`src/rtl/wrprot_pkg.sv`:
```
// Shared types and command constants for the software write-protect sequencer.
// Assumes 8-bit data and command addresses that fit in the address width.
package wrprot_pkg;

    typedef enum logic [2:0] {
        ST_IDLE,   // no command in progress
        ST_K1,     // first key seen
        ST_K2,     // second key seen
        ST_D3,     // release: third byte seen
        ST_D4,     // release: fourth byte seen
        ST_D5,     // release: fifth byte seen
        ST_OPEN    // page-load window after an arm command
    } seq_state_t;

    localparam logic [15:0] KEY_ADDR_HI = 16'h5555;
    localparam logic [15:0] KEY_ADDR_LO = 16'h2AAA;

    localparam logic [7:0] KEY_BYTE_1   = 8'hAA;
    localparam logic [7:0] KEY_BYTE_2   = 8'h55;
    localparam logic [7:0] KEY_BYTE_ARM = 8'hA0;
    localparam logic [7:0] KEY_BYTE_REL = 8'h80;
    localparam logic [7:0] KEY_BYTE_END = 8'h20;

    // Index of each distinct address/data pattern in the hit vector.
    localparam int PAT_K1  = 0;
    localparam int PAT_K2  = 1;
    localparam int PAT_ARM = 2;
    localparam int PAT_REL = 3;
    localparam int PAT_END = 4;
    localparam int NUM_PAT = 5;

    // Address of pattern idx.
    function automatic logic [15:0] pat_addr(input int idx);
        return (idx == PAT_K2) ? KEY_ADDR_LO : KEY_ADDR_HI;
    endfunction

    // Data byte of pattern idx.
    function automatic logic [7:0] pat_data(input int idx);
        case (idx)
            PAT_K1:  return KEY_BYTE_1;
            PAT_K2:  return KEY_BYTE_2;
            PAT_ARM: return KEY_BYTE_ARM;
            PAT_REL: return KEY_BYTE_REL;
            default: return KEY_BYTE_END;
        endcase
    endfunction

endpackage

```
`src/rtl/wrprot_step_match.sv`:
```
// Compares one write's address and data against every command pattern.
// Purely combinational; one hit bit per pattern, at most one set at a time.
module wrprot_step_match
    import wrprot_pkg::*;
#(
    parameter int AW = 15,
    parameter int DW = 8
) (
    input  logic [AW-1:0]      addr,
    input  logic [DW-1:0]      data,
    output logic [NUM_PAT-1:0] hit
);

    for (genvar i = 0; i < NUM_PAT; i++) begin : g_pat
        localparam logic [15:0] P_ADDR = pat_addr(i);
        localparam logic [7:0]  P_DATA = pat_data(i);

        // Pattern i matches when both fields are equal.
        assign hit[i] = (addr == AW'(P_ADDR)) && (data == DW'(P_DATA));
    end

endmodule

```
`src/rtl/wrprot_win_timer.sv`:
```
// Load-window timer. Counts idle cycles since the last write while the
// sequencer is away from idle. Flags expiry in the WIN_CYC-th cycle after the
// last write when no write arrives in that cycle.
// Assumes WIN_CYC >= 2.
module wrprot_win_timer #(
    parameter int WIN_CYC = 16
) (
    input  logic clk,
    input  logic rst_n,
    input  logic restart,
    input  logic run,
    output logic expire
);

    localparam int CW = $clog2(WIN_CYC + 1);
    localparam logic [CW-1:0] LAST = CW'(WIN_CYC - 1);

    logic [CW-1:0] cnt_q;

    // Expiry: last idle cycle of the window with no write in it.
    assign expire = run && !restart && (cnt_q == LAST);

    // Idle-cycle counter, cleared by every write.
    always_ff @(posedge clk) begin
        if (!rst_n) begin
            cnt_q <= '0;
        end else if (restart) begin
            cnt_q <= '0;
        end else if (run && !expire) begin
            cnt_q <= cnt_q + 1'b1;
        end
    end

endmodule

```
`src/rtl/wrprot_prot_flag.sv`:
```
// Persistent protection flag with its arming delay. Only por_n resets it.
// An arm request starts a PROG_CYC-cycle delay, then sets the flag.
// A clear request drops the flag at once and cancels a pending arm.
// Assumes PROG_CYC >= 2.
module wrprot_prot_flag #(
    parameter int PROG_CYC = 32
) (
    input  logic clk,
    input  logic por_n,
    input  logic arm_req,
    input  logic clr_req,
    output logic prot_on,
    output logic arming
);

    localparam int CW = $clog2(PROG_CYC + 1);
    localparam logic [CW-1:0] LAST = CW'(PROG_CYC - 1);

    logic [CW-1:0] cnt_q;
    logic          prot_q;
    logic          arm_q;

    assign prot_on = prot_q;
    assign arming  = arm_q;

    // Flag, arming state and delay counter, all in the power-on domain.
    always_ff @(posedge clk) begin
        if (!por_n) begin
            prot_q <= 1'b0;
            arm_q  <= 1'b0;
            cnt_q  <= '0;
        end else if (clr_req) begin
            prot_q <= 1'b0;
            arm_q  <= 1'b0;
            cnt_q  <= '0;
        end else if (arm_req && !prot_q) begin
            arm_q <= 1'b1;
            cnt_q <= '0;
        end else if (arm_q) begin
            if (cnt_q == LAST) begin
                prot_q <= 1'b1;
                arm_q  <= 1'b0;
                cnt_q  <= '0;
            end else begin
                cnt_q <= cnt_q + 1'b1;
            end
        end
    end

endmodule

```
`src/rtl/wrprot_seq.sv`:
```
// Software write-protect command sequencer (top).
// Classifies each byte write as:
//   - a command step: consumed, no strobe;
//   - page data after an arm command: passed through;
//   - ordinary data: passed through when unprotected, otherwise blocked
//     with a dummy programming strobe.
// Assumes wr_stb is a one-cycle strobe per byte with address and data valid
// in the same cycle. Outputs are combinational from the write inputs.
module wrprot_seq
    import wrprot_pkg::*;
#(
    parameter int AW       = 15,
    parameter int DW       = 8,
    parameter int WIN_CYC  = 16,
    parameter int PROG_CYC = 32
) (
    input  logic          clk,
    input  logic          rst_n,
    input  logic          por_n,
    input  logic          wr_stb,
    input  logic [AW-1:0] wr_addr,
    input  logic [DW-1:0] wr_data,
    output logic          pass_stb,
    output logic          dummy_stb,
    output logic          prot_on
);

    seq_state_t       state_q;
    seq_state_t       state_d;
    logic [NUM_PAT-1:0] hit;
    logic             wr_ok;
    logic             expire;
    logic             accept;
    logic             ordinary;
    logic             open_wr;
    logic             en_done;
    logic             dis_done;
    logic             open_q;
    logic             arming;

    assign wr_ok  = wr_stb && rst_n;
    assign open_q = (state_q == ST_OPEN);

    wrprot_step_match #(
        .AW (AW),
        .DW (DW)
    ) u_match (
        .addr (wr_addr),
        .data (wr_data),
        .hit  (hit)
    );

    wrprot_win_timer #(
        .WIN_CYC (WIN_CYC)
    ) u_timer (
        .clk     (clk),
        .rst_n   (rst_n),
        .restart (wr_ok),
        .run     (state_q != ST_IDLE),
        .expire  (expire)
    );

    wrprot_prot_flag #(
        .PROG_CYC (PROG_CYC)
    ) u_flag (
        .clk     (clk),
        .por_n   (por_n),
        .arm_req (en_done),
        .clr_req (dis_done),
        .prot_on (prot_on),
        .arming  (arming)
    );

    // Next state and classification of the current write.
    always_comb begin
        state_d  = state_q;
        accept   = 1'b0;
        ordinary = 1'b0;
        open_wr  = 1'b0;
        en_done  = 1'b0;
        dis_done = 1'b0;
        if (wr_ok) begin
            state_d  = ST_IDLE;
            ordinary = 1'b1;
            unique case (state_q)
                ST_IDLE: if (hit[PAT_K1]) begin
                    state_d = ST_K1; accept = 1'b1;
                end
                ST_K1: if (hit[PAT_K2]) begin
                    state_d = ST_K2; accept = 1'b1;
                end
                ST_K2: begin
                    if (hit[PAT_ARM]) begin
                        state_d = ST_OPEN; accept = 1'b1; en_done = 1'b1;
                    end else if (hit[PAT_REL]) begin
                        state_d = ST_D3; accept = 1'b1;
                    end
                end
                ST_D3: if (hit[PAT_K1]) begin
                    state_d = ST_D4; accept = 1'b1;
                end
                ST_D4: if (hit[PAT_K2]) begin
                    state_d = ST_D5; accept = 1'b1;
                end
                ST_D5: if (hit[PAT_END]) begin
                    state_d = ST_IDLE; accept = 1'b1; dis_done = 1'b1;
                end
                ST_OPEN: begin
                    state_d = ST_OPEN; open_wr = 1'b1;
                end
                default: ;
            endcase
            if (accept || open_wr) begin
                ordinary = 1'b0;
            end
        end else if (expire) begin
            state_d = ST_IDLE;
        end
    end

    // Write routing to the page-write engine.
    assign pass_stb  = open_wr || (ordinary && !prot_on);
    assign dummy_stb = ordinary && prot_on;

    // Sequencer state register.
    always_ff @(posedge clk) begin
        if (!rst_n) begin
            state_q <= ST_IDLE;
        end else begin
            state_q <= state_d;
        end
    end

endmodule

```
`config.mk`:
```
export PLATFORM = sky130hd
export DESIGN_NAME = wrprot_seq
export DESIGN_NICKNAME = d
export VERILOG_FILES = /design/src/rtl/wrprot_pkg.sv /design/src/rtl/wrprot_step_match.sv /design/src/rtl/wrprot_win_timer.sv /design/src/rtl/wrprot_prot_flag.sv /design/src/rtl/wrprot_seq.sv
export SDC_FILE = /design/constraint.sdc
export NUM_CORES = 1
export LEC_CHECK = 0
export ABC_AREA = 1
export CORE_MARGIN = 3
export CORE_UTILIZATION = 50
export CTS_CLUSTER_DIAMETER = 100
export DETAILED_ROUTE_END_ITERATION = 8
export DONT_BUFFER_PORTS = 1
export PLACE_DENSITY = 0.77
export SLEW_MARGIN = 40
export SYNTH_ARGS = -nofsm -noshare
export SYNTH_HDL_FRONTEND = slang
export SYNTH_HIERARCHICAL = 1
export SYNTH_SLANG_ARGS = --single-unit
```
`constraint.sdc`:
```
create_clock -name clk -period 1.7 [get_ports clk]
set_input_delay 0.255 -clock clk [delete_from_list [all_inputs] [get_ports clk]]
set_output_delay 0.255 -clock clk [all_outputs]
set_load 0.01 [all_outputs]
```
# Word-level counts from Yosys, hierarchy flattened
# Cells that the tools add are included.
# W data, S select, Z words.
# word_totals
register_bits	16
in_bits	27
output_inout_bits	3
wordCells	81
# classes
add_sub_neg	2
eq_ne	15
mux	30
bitwise_logic	3
n_reduce_logical	26
# op_table
operator	count
$eq A8 B8 Y1 const B	3
$mux W1	20
$pmux W3 S6	1
$eq A15 B14 Y1 const B	1
$eq A15 B15 Y1 const B	1
$mux W3	5
$logic_and A1 B1 Y1	12
$eq A3 B3 Y1 const B	3
$eq A8 B6 Y1 const B	1
$eq A8 B7 Y1 const B	1
$reduce_or A2 Y1	4
$add A6 B1 Y6 const B	1
$eq A3 B2 Y1 const B	2
$eq A6 B5 Y1 const B	1
$mux W6	1
$add A5 B1 Y5 const B	1
$eq A5 B4 Y1 const B	1
$mux W2	2
$pmux W1 S4	1
$eq A3 B1 Y1 const B	1
$logic_not A1 Y1	3
$logic_not A3 Y1	1
$not A1 Y1	3
$reduce_and A3 Y1	1
4 further kinds	5

# Depth between registers and ports, before layout
# logic_depth
word_depth	11
mapped_depth	13
depth_no_buf	13

# Modules after synthesis
# Netlist, hierarchy kept.
# modules_own_cells
module	n_inst	cells_per_inst	area_each_um2	seq_area_each_um2
wrprot_prot_flag	1	56	372.9	160.2
wrprot_seq	1	48	266.5	60.1
wrprot_win_timer	1	38	266.5	100.1
wrprot_step_match	1	66	265.3	0.0

# Least setup slack after synthesis
# Ideal clock, no wire load.
# synth_timing
kind	input -> output
start	in wr_addr[8]
end	out dummy_stb
t_arrival_ps	1324
required_ps	1445
path_slack_ps	121
stages	11
path_buffers	0
path_cell_list	nand2_1 inv_1 nand2_1 nor2_1 nand2_2 nor2_1 or2_2 nand2_1 nand3_1 or2_1 nor2_1
# synth_via
elab_chain_cells	10
word_cells_on_any_way	18
cone_classes	eq/ne: 2; mux: 9; reduce/logical: 7
# synth_rtl
item	line	text
start: declaration	wrprot_seq.sv:21	input logic [AW-1:0] wr_addr,
$eq A15 B15 Y1	wrprot_step_match.sv:19	assign hit[i] = (addr == AW'(P_ADDR)) && (data == DW'(P_DATA));
$logic_and A1 B1 Y1	wrprot_step_match.sv:19	
via hit[3]	wrprot_seq.sv:30	logic [NUM_PAT-1:0] hit;
$mux W1	wrprot_seq.sv:95	end else if (hit[PAT_REL]) begin
$mux W1	wrprot_seq.sv:93	if (hit[PAT_ARM]) begin
$pmux W1 S4	wrprot_seq.sv:85	unique case (state_q)
$mux W1	wrprot_seq.sv:82	if (wr_ok) begin
$logic_or A1 B1 Y1	wrprot_seq.sv:113	if (accept || open_wr) begin
$mux W1	wrprot_seq.sv:113	
$mux W1	wrprot_seq.sv:82	
$logic_and A1 B1 Y1	wrprot_seq.sv:123	assign dummy_stb = ordinary && prot_on;
end: declaration	wrprot_seq.sv:24	output logic dummy_stb,
# The timed path passes the listed nets, and every way through them passes these cells. The select of a mux whose other input is x is not followed.

# Final worst setup path
# layout_timing
start	in wr_addr[12]
end	out pass_stb
# layout_via
word_cells_on_any_way	19
cone_classes	eq/ne: 2; mux: 9; reduce/logical: 8
# layout_rtl
item	line	text
$eq A15 B15 Y1	wrprot_step_match.sv:19	
$logic_and A1 B1 Y1	wrprot_step_match.sv:19	
via hit[2]	wrprot_seq.sv:30	
$mux W1	wrprot_seq.sv:93	
$pmux W1 S4	wrprot_seq.sv:85	
$mux W1	wrprot_seq.sv:82	
$logic_or A1 B1 Y1	wrprot_seq.sv:113	
$mux W1	wrprot_seq.sv:113	
$mux W1	wrprot_seq.sv:82	
$logic_and A1 B1 Y1	wrprot_seq.sv:122	assign pass_stb = open_wr || (ordinary && !prot_on);
$logic_or A1 B1 Y1	wrprot_seq.sv:122	
end: declaration	wrprot_seq.sv:23	output logic pass_stb,
# The timed path passes the listed nets, and every way through them passes these cells. The select of a mux whose other input is x is not followed.

==> reports/results.tsv <==
metric	value	unit
rows	16	
min_path_cells	2	
antenna_found_initial	0	
synth-edff-count	0	
grt_max_degree	10	
route.detailed.drc	0	
drt_iter0_drc	31	
maxSlewHeadroom	76.0	%
cts_sinks	16	
min_from	por_n	
path_cells	inv_1, nor2_1, nand2_1, nor2_2, nand2_2, nor2_4, or2_4, nand2_4, nand3_2, or2_4, nor2_4	
ir_worst_vdd	0.571	mV
cts_hold_buffers	0	
gr-usage-all-layers	19.3	%
worst-path-max-fanout	4	
diodes	0	
cts_htree_levels	1	
tightest_slew	0.360	ns
hpwlAfterDp	2010	um
overflow	0	
synth.net_count	238	
final_cell_mix	nand2_1, inv_1, nor2_1	
die_x	54.4	um
r2r_setup_slack	0.15	ns
r2r-start	state_q[1]	
r2r_cells	9	
area_growth	13.6	%
die_y	54.4	um
p_total	0.000672	W
synth.distinct_cells	19	
holdPathEnd	u_flag/arming	
synthArstFlopShare	0	%
rr_endpoint	u_flag/cnt_q[2]	
fmax	0.598	GHz
setup_viol	0	
fin_crit_sh	98.4	%
power.leakage	0.603	nW
worst_ep_arrival_time	1.42	ns
grt_pass1_wl	4280	um
clock_latency	0.28	ns
clkTransAtPathRegs	0.09	ns
hold_viol	0	
cts_tree	yes	
final_core_util	63.9	%
layout_commonest_cell	nand2_1	
ys_seq_area_share	27.4	%
syn_avg_cell_area	5.63	um^2
gp_congestion	0.789	
ys.warnings.count	6	
port_buffers	0	
synth_area	0.00117	mm^2
cts_buffer_depth	2	
worstPathRequired	1.44	ns
cap_violations	0	
vias	1287	
cp-end-kind	primary output	
criticalPathCategory	input port to primary output	
power_density	505	mW/mm^2
synthCells	208	
ant_nets	0	
die-area	0.00296	mm^2
start_kind	input port	
first_pass_iters	4	
synth_seq_cells	16	
cts_root_buffer	clkbuf_4	
via_per_inst	5.30	
cts_inserted_buffers	3	
finClkSkew	0.00467	ns
nNetsFinal	247	
start_util	56.2	%
fin_area	0.00133	mm^2
drt-total-wl	2680	um
critPathSlowestCell	or2_4	
min_path_type	input port to flop	
status	complete, no violations	
layout-drive-gt1-share	14.4	%
synth_ff_type	dfxtp_1	
place_area	0.00120	mm^2
io_pins	30	
grt_pass1_vias	1099	
fill_cells	216	
min_period	1.67	ns
core_area	0.00208	mm^2
wl_per_cell	11.0	um
cp_slowest_stage_delay	0.28	ns
slew_viol_final	0	
## power breakdown
group	internal, W	switching [W]
sequential	0.000373	0.00000000000483
combinational	0.0000183	0.0000354
clock	0.000130	0.000115
total	0.000521	0.000151
## through the flow
step	hold WS, ns	setup slack [ns]	TNS [ns]	cells
after floorplan	0.401	0.121	0	208
after global placement	0.414	0.0503	0	235
after detailed placement	0.409	0.0194	0	235
after CTS	0.109	0.0195	0	239
after global routing	0.118	-0.0328	-0.0332	243
final	0.112	0.0276	0	243
## worst max-delay path by stage
stage / end / start / slack [ns]
finish: pass_stb / wr_addr[12] / 0.03
global route: pass_stb / wr_addr[10] / -0.03
CTS: dummy_stb / wr_addr[12] / 0.02
detailed placement: dummy_stb / wr_addr[12] / 0.02
global placement: dummy_stb / wr_addr[8] / 0.05
floorplan: dummy_stb / wr_addr[8] / 0.12
## synth_stat cells, types with 2 or more instances
library cell / instances / area, um^2
nand2_1: 55 / 206
nor2_1: 40 / 150
inv_1: 38 / 143
dfxtp_1: 16 / 320
nand3_1: 15 / 75.1
a21oi_1: 12 / 60.1
nor3_1: 8 / 40.0
nand4_1: 4 / 25.0
nor2_2: 4 / 25.0
ha_1: 3 / 37.5
o21ai_0: 3 / 15.0
nand2_2: 2 / 12.5
o21bai_1: 2 / 15.0
## routing by layer
metal | routed length [um] | share of wire, % | track usage, % | up-vias
met5 | 0 | 0 | 0 | -
met4 | 23 | 0.86 | 1.24 | 0
met3 | 174 | 6.5 | 5.72 | 2
met2 | 1350 | 50 | 35.5 | 39
met1 | 1130 | 42 | 22.8 | 584
li1 | - | - | - | 662
## kinds of logic (layout without fill, tap and decap cells)
group / Yosys count / in the layout / share of synthesized area, %
buffers and inverters: 39 / 47 / 12.5
AND/OR/NAND/NOR: 132 / 132 / 47.9
AO/OA/AOI/OAI: 18 / 18 / 9.08
flip-flops: 16 / 16 / 27.4
adder cells (fa/ha/maj): 3 / 3 / 3.21
## registers in the layout, summed over array words and instances (netlist names)
name / flops
state_q: 3
u_flag/prot_on: 1
u_timer/cnt_q: 5
u_flag/cnt_q: 6
u_flag/arming: 1
## critical path, delay by kind of cell
| family | cells | cell delay [ns] |
|---|---|---|
| buffers and inverters | 1 | 0.04 |
| and+or+nand+nor | 10 | 1.13 |
## final cells by class
cell class / count / area [um^2] / area share, %
Multi-Input combinational cell: 153 / 757 / 56.9
Timing Repair Buffer: 4 / 30.0 / 2.26
Inverter: 39 / 146 / 11.0
Clock buffer: 4 / 36.3 / 2.73
Tap cell: 27 / 33.8 / 2.54
Sequential cell: 16 / 327 / 24.6
## what timing repair did
| action | 4_1_cts | 5_1_grt |
|---|---|---|
| pin swaps | 0 | 10 |
| gates resized for setup | 3 | 17 |
| setup endpoints to repair | 2 | 2 |
| hold endpoints to repair | 0 | 0 |
| setup buffers | 0 | 4 |
Power figures use the tool's default switching activity.
